## src/rtl/acl_in_pkg.sv

```systemverilog
package acl_in_pkg;
    localparam int HDR_BITS  = 16;
    localparam int WORD_BITS = 20;
    localparam int SLOT_CNT  = 12;
    localparam int SLOT_W    = $clog2(SLOT_CNT + 1);
    localparam int POS_W     = $clog2(WORD_BITS);

    // slot 12 field positions
    localparam int L2_LSB = 14;
    localparam int L1_LSB = 4;
    localparam int L2_FD  = 2;
    localparam int L1_FD  = 1;
    localparam int CHG_B  = 0;

    typedef struct packed {
        logic fdt;
        logic pin_b;
        logic pin_a;
        logic loop_delta;
        logic cid;
        logic ring;
        logic off_hook;
    } line_stat_t;

    typedef struct packed {
        logic              live;
        logic [SLOT_W-1:0] slot;
        logic [POS_W-1:0]  pos;
        logic              last;
        logic              abort;
    } bit_ctx_t;

    function automatic line_stat_t unpack_line(input logic [5:0] f, input logic fd);
        line_stat_t s;
        s.fdt        = fd;
        s.pin_b      = f[5];
        s.pin_a      = f[4];
        s.loop_delta = f[3];
        s.cid        = f[2];
        s.ring       = f[1];
        s.off_hook   = f[0];
        return s;
    endfunction
endpackage

```

## src/rtl/acl_edge_sampler.sv

```systemverilog
module acl_edge_sampler (
    input  logic clk,
    input  logic rst,
    input  logic sync,
    input  logic sdata,
    output logic sd_s,
    output logic sync_rise
);
    logic sync_s, sync_d;

    // capture half a period after the codec launches its data
    always_ff @(negedge clk) begin
        if (rst) begin
            sd_s   <= 1'b0;
            sync_s <= 1'b0;
        end else begin
            sd_s   <= sdata;
            sync_s <= sync;
        end
    end

    always_ff @(posedge clk) begin
        if (rst) sync_d <= 1'b0;
        else     sync_d <= sync_s;
    end

    assign sync_rise = sync_s & ~sync_d;
endmodule

```

## src/rtl/acl_frame_timer.sv

```systemverilog
module acl_frame_timer
    import acl_in_pkg::*;
(
    input  logic     clk,
    input  logic     rst,
    input  logic     sync_rise,
    output bit_ctx_t ctx
);
    logic              live_q;
    logic [SLOT_W-1:0] slot_q;
    logic [POS_W-1:0]  pos_q;
    logic              last, frame_end;

    always_comb begin
        last      = (slot_q == '0) ? (pos_q == POS_W'(HDR_BITS - 1))
                                   : (pos_q == POS_W'(WORD_BITS - 1));
        frame_end = live_q && last && (slot_q == SLOT_W'(SLOT_CNT));
    end

    always_ff @(posedge clk) begin
        if (rst) begin
            live_q <= 1'b0;
            slot_q <= '0;
            pos_q  <= '0;
        end else if (sync_rise) begin
            live_q <= 1'b1;
            slot_q <= '0;
            pos_q  <= '0;
        end else if (live_q) begin
            if (last) begin
                pos_q <= '0;
                if (slot_q == SLOT_W'(SLOT_CNT)) begin
                    live_q <= 1'b0;
                    slot_q <= '0;
                end else begin
                    slot_q <= slot_q + 1'b1;
                end
            end else begin
                pos_q <= pos_q + 1'b1;
            end
        end
    end

    always_comb begin
        ctx.live  = live_q;
        ctx.slot  = slot_q;
        ctx.pos   = pos_q;
        ctx.last  = last;
        ctx.abort = sync_rise && live_q && !frame_end;
    end

    // an early marker realigns the counters to the first header bit
    p_abort_realign_r9: assert property (@(posedge clk) disable iff (rst)
        ctx.abort |=> (live_q && slot_q == '0 && pos_q == '0));
endmodule

```

## src/rtl/acl_slot0_track.sv

```systemverilog
module acl_slot0_track
    import acl_in_pkg::*;
(
    input  logic                clk,
    input  logic                rst,
    input  logic                sd,
    input  bit_ctx_t            ctx,
    output logic                frame_ok,
    output logic [SLOT_CNT:1]   tags,
    output logic                codec_ready
);
    logic hdr, first_bit, seen_prev;

    assign hdr       = ctx.live && !ctx.abort && (ctx.slot == '0);
    assign first_bit = hdr && (ctx.pos == '0);

    always_ff @(posedge clk) begin
        if (rst) begin
            frame_ok    <= 1'b0;
            tags        <= '0;
            seen_prev   <= 1'b0;
            codec_ready <= 1'b0;
        end else if (first_bit) begin
            frame_ok    <= sd;
            tags        <= '0;
            seen_prev   <= sd;
            codec_ready <= sd & seen_prev;
        end else if (hdr) begin
            for (int k = 1; k <= SLOT_CNT; k++) begin
                if (ctx.pos == POS_W'(k)) tags[k] <= sd & frame_ok;
            end
        end
    end

    // readiness rises only on the second ready frame in a row
    p_ready_two_frames_r7: assert property (@(posedge clk) disable iff (rst)
        $rose(codec_ready) |-> ($past(seen_prev) && frame_ok));
    // a not-ready header bit drops readiness on the next edge
    p_ready_drop_r8: assert property (@(posedge clk) disable iff (rst)
        (first_bit && !sd) |=> !codec_ready);
endmodule

```

## src/rtl/acl_slot_shift.sv

```systemverilog
module acl_slot_shift
    import acl_in_pkg::*;
(
    input  logic                  clk,
    input  logic                  rst,
    input  logic                  sd,
    input  bit_ctx_t              ctx,
    input  logic                  frame_ok,
    input  logic [SLOT_CNT:1]     tags,
    output logic                  stb,
    output logic [SLOT_W-1:0]     id,
    output logic [WORD_BITS-1:0]  word,
    output line_stat_t            line1,
    output line_stat_t            line2,
    output logic                  chg
);
    logic [WORD_BITS-2:0] shreg;
    logic [WORD_BITS-1:0] word_now;
    logic                 payload, tag_hit;

    assign payload  = ctx.live && !ctx.abort && (ctx.slot != '0);
    assign word_now = {shreg, sd};

    always_comb begin
        tag_hit = 1'b0;
        for (int k = 1; k <= SLOT_CNT; k++) begin
            if (ctx.slot == SLOT_W'(k)) tag_hit = tags[k];
        end
    end

    always_ff @(posedge clk) begin
        if (rst) begin
            shreg <= '0;
            stb   <= 1'b0;
            id    <= '0;
            word  <= '0;
            line1 <= '0;
            line2 <= '0;
            chg   <= 1'b0;
        end else begin
            stb <= 1'b0;
            if (payload) begin
                shreg <= word_now[WORD_BITS-2:0];
                if (ctx.last && tag_hit) begin
                    stb  <= 1'b1;
                    id   <= ctx.slot;
                    word <= word_now;
                    if (ctx.slot == SLOT_W'(SLOT_CNT)) begin
                        line2 <= unpack_line(word_now[L2_LSB +: 6], word_now[L2_FD]);
                        line1 <= unpack_line(word_now[L1_LSB +: 6], word_now[L1_FD]);
                        chg   <= word_now[CHG_B];
                    end
                end
            end
        end
    end

    // strobes are single cycles naming a payload slot
    p_stb_single_r4: assert property (@(posedge clk) disable iff (rst)
        stb |=> !stb);
    p_stb_id_range_r4: assert property (@(posedge clk) disable iff (rst)
        stb |-> (id >= SLOT_W'(1) && id <= SLOT_W'(SLOT_CNT)));
    // nothing is delivered from a frame that was not ready
    p_stb_needs_ready_r5: assert property (@(posedge clk) disable iff (rst)
        stb |-> frame_ok);
    // status holds unless slot 12 is strobed
    p_status_hold_r10: assert property (@(posedge clk) disable iff (rst)
        !(stb && id == SLOT_W'(SLOT_CNT)) |-> ($stable(line1) && $stable(line2) && $stable(chg)));
endmodule

```

## src/rtl/acl_in_deframer.sv

```systemverilog
module acl_in_deframer
    import acl_in_pkg::*;
(
    input  logic        bclk,
    input  logic        rst,
    input  logic        sync,
    input  logic        sdata_in,
    output logic        slot_stb,
    output logic [3:0]  slot_id,
    output logic [19:0] slot_word,
    output logic        codec_ready,
    output logic [6:0]  line1_stat,
    output logic [6:0]  line2_stat,
    output logic        gpio_chg
);
    logic                  sd_s, sync_rise, frame_ok;
    logic [SLOT_CNT:1]     tags;
    bit_ctx_t              ctx;
    line_stat_t            l1, l2;
    logic [SLOT_W-1:0]     id_w;
    logic [WORD_BITS-1:0]  word_w;

    acl_edge_sampler u_smp (
        .clk(bclk), .rst(rst), .sync(sync), .sdata(sdata_in),
        .sd_s(sd_s), .sync_rise(sync_rise)
    );

    acl_frame_timer u_tmr (
        .clk(bclk), .rst(rst), .sync_rise(sync_rise), .ctx(ctx)
    );

    acl_slot0_track u_hdr (
        .clk(bclk), .rst(rst), .sd(sd_s), .ctx(ctx),
        .frame_ok(frame_ok), .tags(tags), .codec_ready(codec_ready)
    );

    acl_slot_shift u_shf (
        .clk(bclk), .rst(rst), .sd(sd_s), .ctx(ctx),
        .frame_ok(frame_ok), .tags(tags),
        .stb(slot_stb), .id(id_w), .word(word_w),
        .line1(l1), .line2(l2), .chg(gpio_chg)
    );

    assign slot_id    = id_w;
    assign slot_word  = word_w;
    assign line1_stat = l1;
    assign line2_stat = l2;
endmodule

```

## config.mk

```make
export PLATFORM = sky130hd
export DESIGN_NAME = acl_in_deframer
export DESIGN_NICKNAME = d
export VERILOG_FILES = /design/src/rtl/acl_in_pkg.sv /design/src/rtl/acl_edge_sampler.sv /design/src/rtl/acl_frame_timer.sv /design/src/rtl/acl_slot0_track.sv /design/src/rtl/acl_slot_shift.sv /design/src/rtl/acl_in_deframer.sv
export SDC_FILE = /design/constraint.sdc
export NUM_CORES = 1
export LEC_CHECK = 0
export BUFFER_PORTS_ARGS = -buffer_cell sky130_fd_sc_hd__buf_2
export CAP_MARGIN = 0
export CELL_PAD_IN_SITES_DETAIL_PLACEMENT = 0
export CELL_PAD_IN_SITES_GLOBAL_PLACEMENT = 1
export CORE_MARGIN = 3
export CORE_UTILIZATION = 44
export CTS_CLUSTER_SIZE = 8
export DETAILED_ROUTE_END_ITERATION = 10
export PLACE_DENSITY_LB_ADDON = 0.15
export SLEW_MARGIN = 20
export SYNTH_ARGS = -nofsm -noshare
export SYNTH_HDL_FRONTEND = slang
export SYNTH_SLANG_ARGS = --single-unit
export TNS_END_PERCENT = 100
```

## constraint.sdc

```tcl
create_clock -name bclk -period 2.6 [get_ports bclk]
set_input_delay 0.13 -clock bclk [delete_from_list [all_inputs] [get_ports bclk]]
set_output_delay 0.13 -clock bclk [all_outputs]
set_load 0.005 [all_outputs]
```

==> flow_summary.json <==
{
  "status": "complete, but fails checks",
  "violations": "setup timing",
  "dieArea_um2": 11400,
  "core-area_um2": 9820,
  "cp_max_fo": 23,
  "drive_gt1_frac": 0.202,
  "combPwrFrac": 0.047,
  "max_slew_margin": 0.624,
  "wl_um": 11900,
  "clock_power_share": 0.430,
  "drc": 0,
  "hpwlAfterDp_um": 7620,
  "slew_violations": 0,
  "tightest_slew_ps": 563,
  "synthMuxAreaShare": 0.0115,
  "cts_max_level": 3,
  "dieWidth_um": 107,
  "whs_path_depth": 3,
  "place_area_um2": 4870,
  "netlist_instances": 567,
  "grt.total_usage": 0.206,
  "rsz0062_at_grt": "true",
  "grt_max_degree": 114,
  "ff2ff_setup_slack_ps": -10,
  "postSynth.asyncResetShare": 0,
  "p_int_mw": 1.98,
  "finalSetupViolations": 2,
  "grt.overflow.total": 0,
  "vias": 4108,
  "cts_buffer_depth": 2,
  "yosysWarnings": 0,
  "hold_viol_final": 0,
  "clock_latency_ps": 380,
  "multi_input_area_um2": 2590,
  "post-route-util": 0.538,
  "min_to": "u_hdr.codec_ready",
  "synth_edf_count": 0,
  "nets": 621,
  "power_leakage_nw": 1.88,
  "rows": 36,
  "io_buffer_count": 44,
  "finalClockSkew_ps": 42.3,
  "power_mw": 2.54,
  "routedWlPerCell_um": 15.9,
  "synthXorXnorAreaFrac": 0.00591,
  "yosys_most_used_dff": "dfxtp_1",
  "diodes": 0,
  "fin_area_um2": 5290,
  "max_cap_viol_count": 0,
  "synthAdderAreaFrac": 0.0225,
  "power_density_nw_per_um2": 480,
  "ioPinCount": 45,
  "first_pass_iters": 4,
  "ant_nets": 0,
  "synth_top_family_by_area": "simple AND/OR/NAND/NOR gates",
  "final_cells": 746,
  "grt_pass1_wl_um": 19000,
  "cts_buffers": 9,
  "cts_tree": "yes",
  "gp_congestion": 0.822,
  "synth_fp_nets": 579,
  "hp-class": "primary input to register",
  "drt_iter0_markers": 212,
  "syn-cell-area_um2": 4450,
  "ys_ff_latch": 86,
  "viasPerCell": 5.51,
  "layout_setup_ws_ps": -11.3,
  "initial_core_util": 0.453,
  "critPathLaunchType": "register",
  "die_h_um": 107,
  "ys_types": 47,
  "syn2layout_area_growth_pct": 18.8,
  "cp-end-kind": "register",
  "sw_frac_of_total": 0.220,
  "power.share.sequential": 0.523,
  "clock-sinks": 86,
  "postSynthAreaPerCell_um2": 7.85,
  "min_from": "rst",
  "rr_endpoint": "u_shf.word[5]",
  "r2r-start": "u_smp.sync_s",
  "antenna_found_initial": 0,
  "r2r_cells": 6,
  "cts-root-buf": "clkbuf_8",
  "crit_type": "register to register",
  "worstPathRequired_ps": 2830,
  "crit_arrival_ps": 2840,
  "dp.cells": 723,
  "synth-simple-area-share": 0.292,
  "ir_drop_v": 0.000293,
  "n_fill_cell": 968,
  "grt_pass1_vias": 3748,
  "register_area_um2": 1720,
  "ctsHoldBuffers": 0,
  "setup-tns-final_ps": -22.1,
  "synth-compound-area-share": 0.223,
  "clk_pin_slew_ps": 90,
  "p_sw_uw": 557,
  "ys_seq_area_frac": 0.387
}
==> worst max-delay path by stage <==
stage / start / to / slack (ps)
2_1_floorplan: u_smp.sync_s / u_shf.id[3] / -90
3_3_place_gp: u_smp.sync_s / u_shf.word[17] / -70
3_5_place_dp: u_smp.sync_s / u_shf.word[17] / -150
4_1_cts: u_smp.sync_s / u_shf.word[17] / -10
5_1_grt: u_smp.sync_s / u_shf.id[1] / -80
6_report: u_smp.sync_s / u_shf.word[5] / -10
==> power groups by stage <==
stage	combinational [mW]	sequential (mW)	clock, mW
3_3_place_gp	0.108	1.36	0.00723
6_report	0.119	1.33	1.09
3_5_place_dp	0.109	1.36	0.00723
4_1_cts	0.113	1.33	1.12
2_1_floorplan	0.0744	1.36	0.00723
5_1_grt	0.128	1.33	1.17
==> metrics by stage <==
stage | hold WS (ps) | setup WS [ps]
after detailed placement | 442 | -153
after global routing | 380 | -84.4
after CTS | 345 | -14.6
after global placement | 438 | -73.7
after floorplan | 371 | -88.4
final | 381 | -11.3
==> synth_stat cells, drive strengths merged, types with 4 or more instances <==
cell type	count	area (um2)
inv	8	30.0
nor2b	29	181
o21ai	37	189
ha	8	100
mux2i	4	40.0
a2111oi	4	53.8
nand2b	32	200
nand4	4	25.0
o211ai	23	173
clkbuf	22	83.8
nand3	4	20.0
buf	25	144
nor2	29	116
nand2	94	353
dfxtp	86	1720
a31oi	24	150
nand4b	24	210
a21oi	79	395
==> final cells by class <==
class,count,share of cell area
multi-input cells,426,0.490
repair buffers,77,0.103
well taps,133,0.0315
inverters,7,0.00497
flip-flops and latches,86,0.326
clock inverters,7,0.0180
clock buffers,10,0.0260
==> layout by cell type, fill, tap and decap left out, drive strengths merged, types with 2 or more instances in the layout <==
cell type | Yosys | routed
and2 | 3 | 3
or3b | 3 | 3
buf | 25 | 76
nand3 | 4 | 4
clkinv | 0 | 2
nand2b | 32 | 32
inv | 8 | 9
nand2 | 94 | 94
clkbuf | 22 | 11
and3 | 2 | 2
nor3 | 3 | 3
nand4 | 4 | 4
mux2i | 4 | 4
or3 | 3 | 3
a21oi | 79 | 79
nor2 | 29 | 29
o21ai | 37 | 37
dfxtp | 86 | 86
a2111oi | 4 | 4
nor2b | 29 | 29
nor3b | 2 | 2
nand3b | 2 | 2
xnor2 | 2 | 2
a31oi | 24 | 24
ha | 8 | 8
bufinv | 0 | 3
nand4b | 24 | 24
o211ai | 23 | 23
==> sequential cells by signal, indices dropped and copies added, names as in the netlist, 4 cells and up <==
signal,cells
u_hdr.tags,12
u_shf.id,4
u_shf.line1,7
u_shf.line2,7
u_shf.shreg,19
u_shf.word,20
u_tmr.pos_q,5
u_tmr.slot_q,4
==> timing repair <==
item	4_1_cts	5_1_grt
setup endpoints to repair	35	49
setup buffers	1	2
gates cloned	2	2
gates resized for setup	10	20
pin swaps	3	9
==> cells by family after synthesis <==
group	Yosys count
buf+inv	55
compound gates	171
simple gates	239
fa+ha+maj	8
mux	5
xor+xnor	3
flops	86
==> critical path: stages (launching register included) <==
cell and delay, ps:
dfxtp_2 330, nand2b_4 90, mux2_2 180, buf_12 180, a21oi_1 80, a31oi_1 160, o211ai_1 110
==> layer usage <==
metal | global-route usage | routed length, um | up-vias
met5 | 0 | 0 | -
met4 | 0.0630 | 140 | 0
met3 | 0.0376 | 463 | 9
met2 | 0.309 | 5400 | 92
met1 | 0.299 | 5880 | 1940
li1 | - | - | 2067
Power figures use the tool's default switching activity.
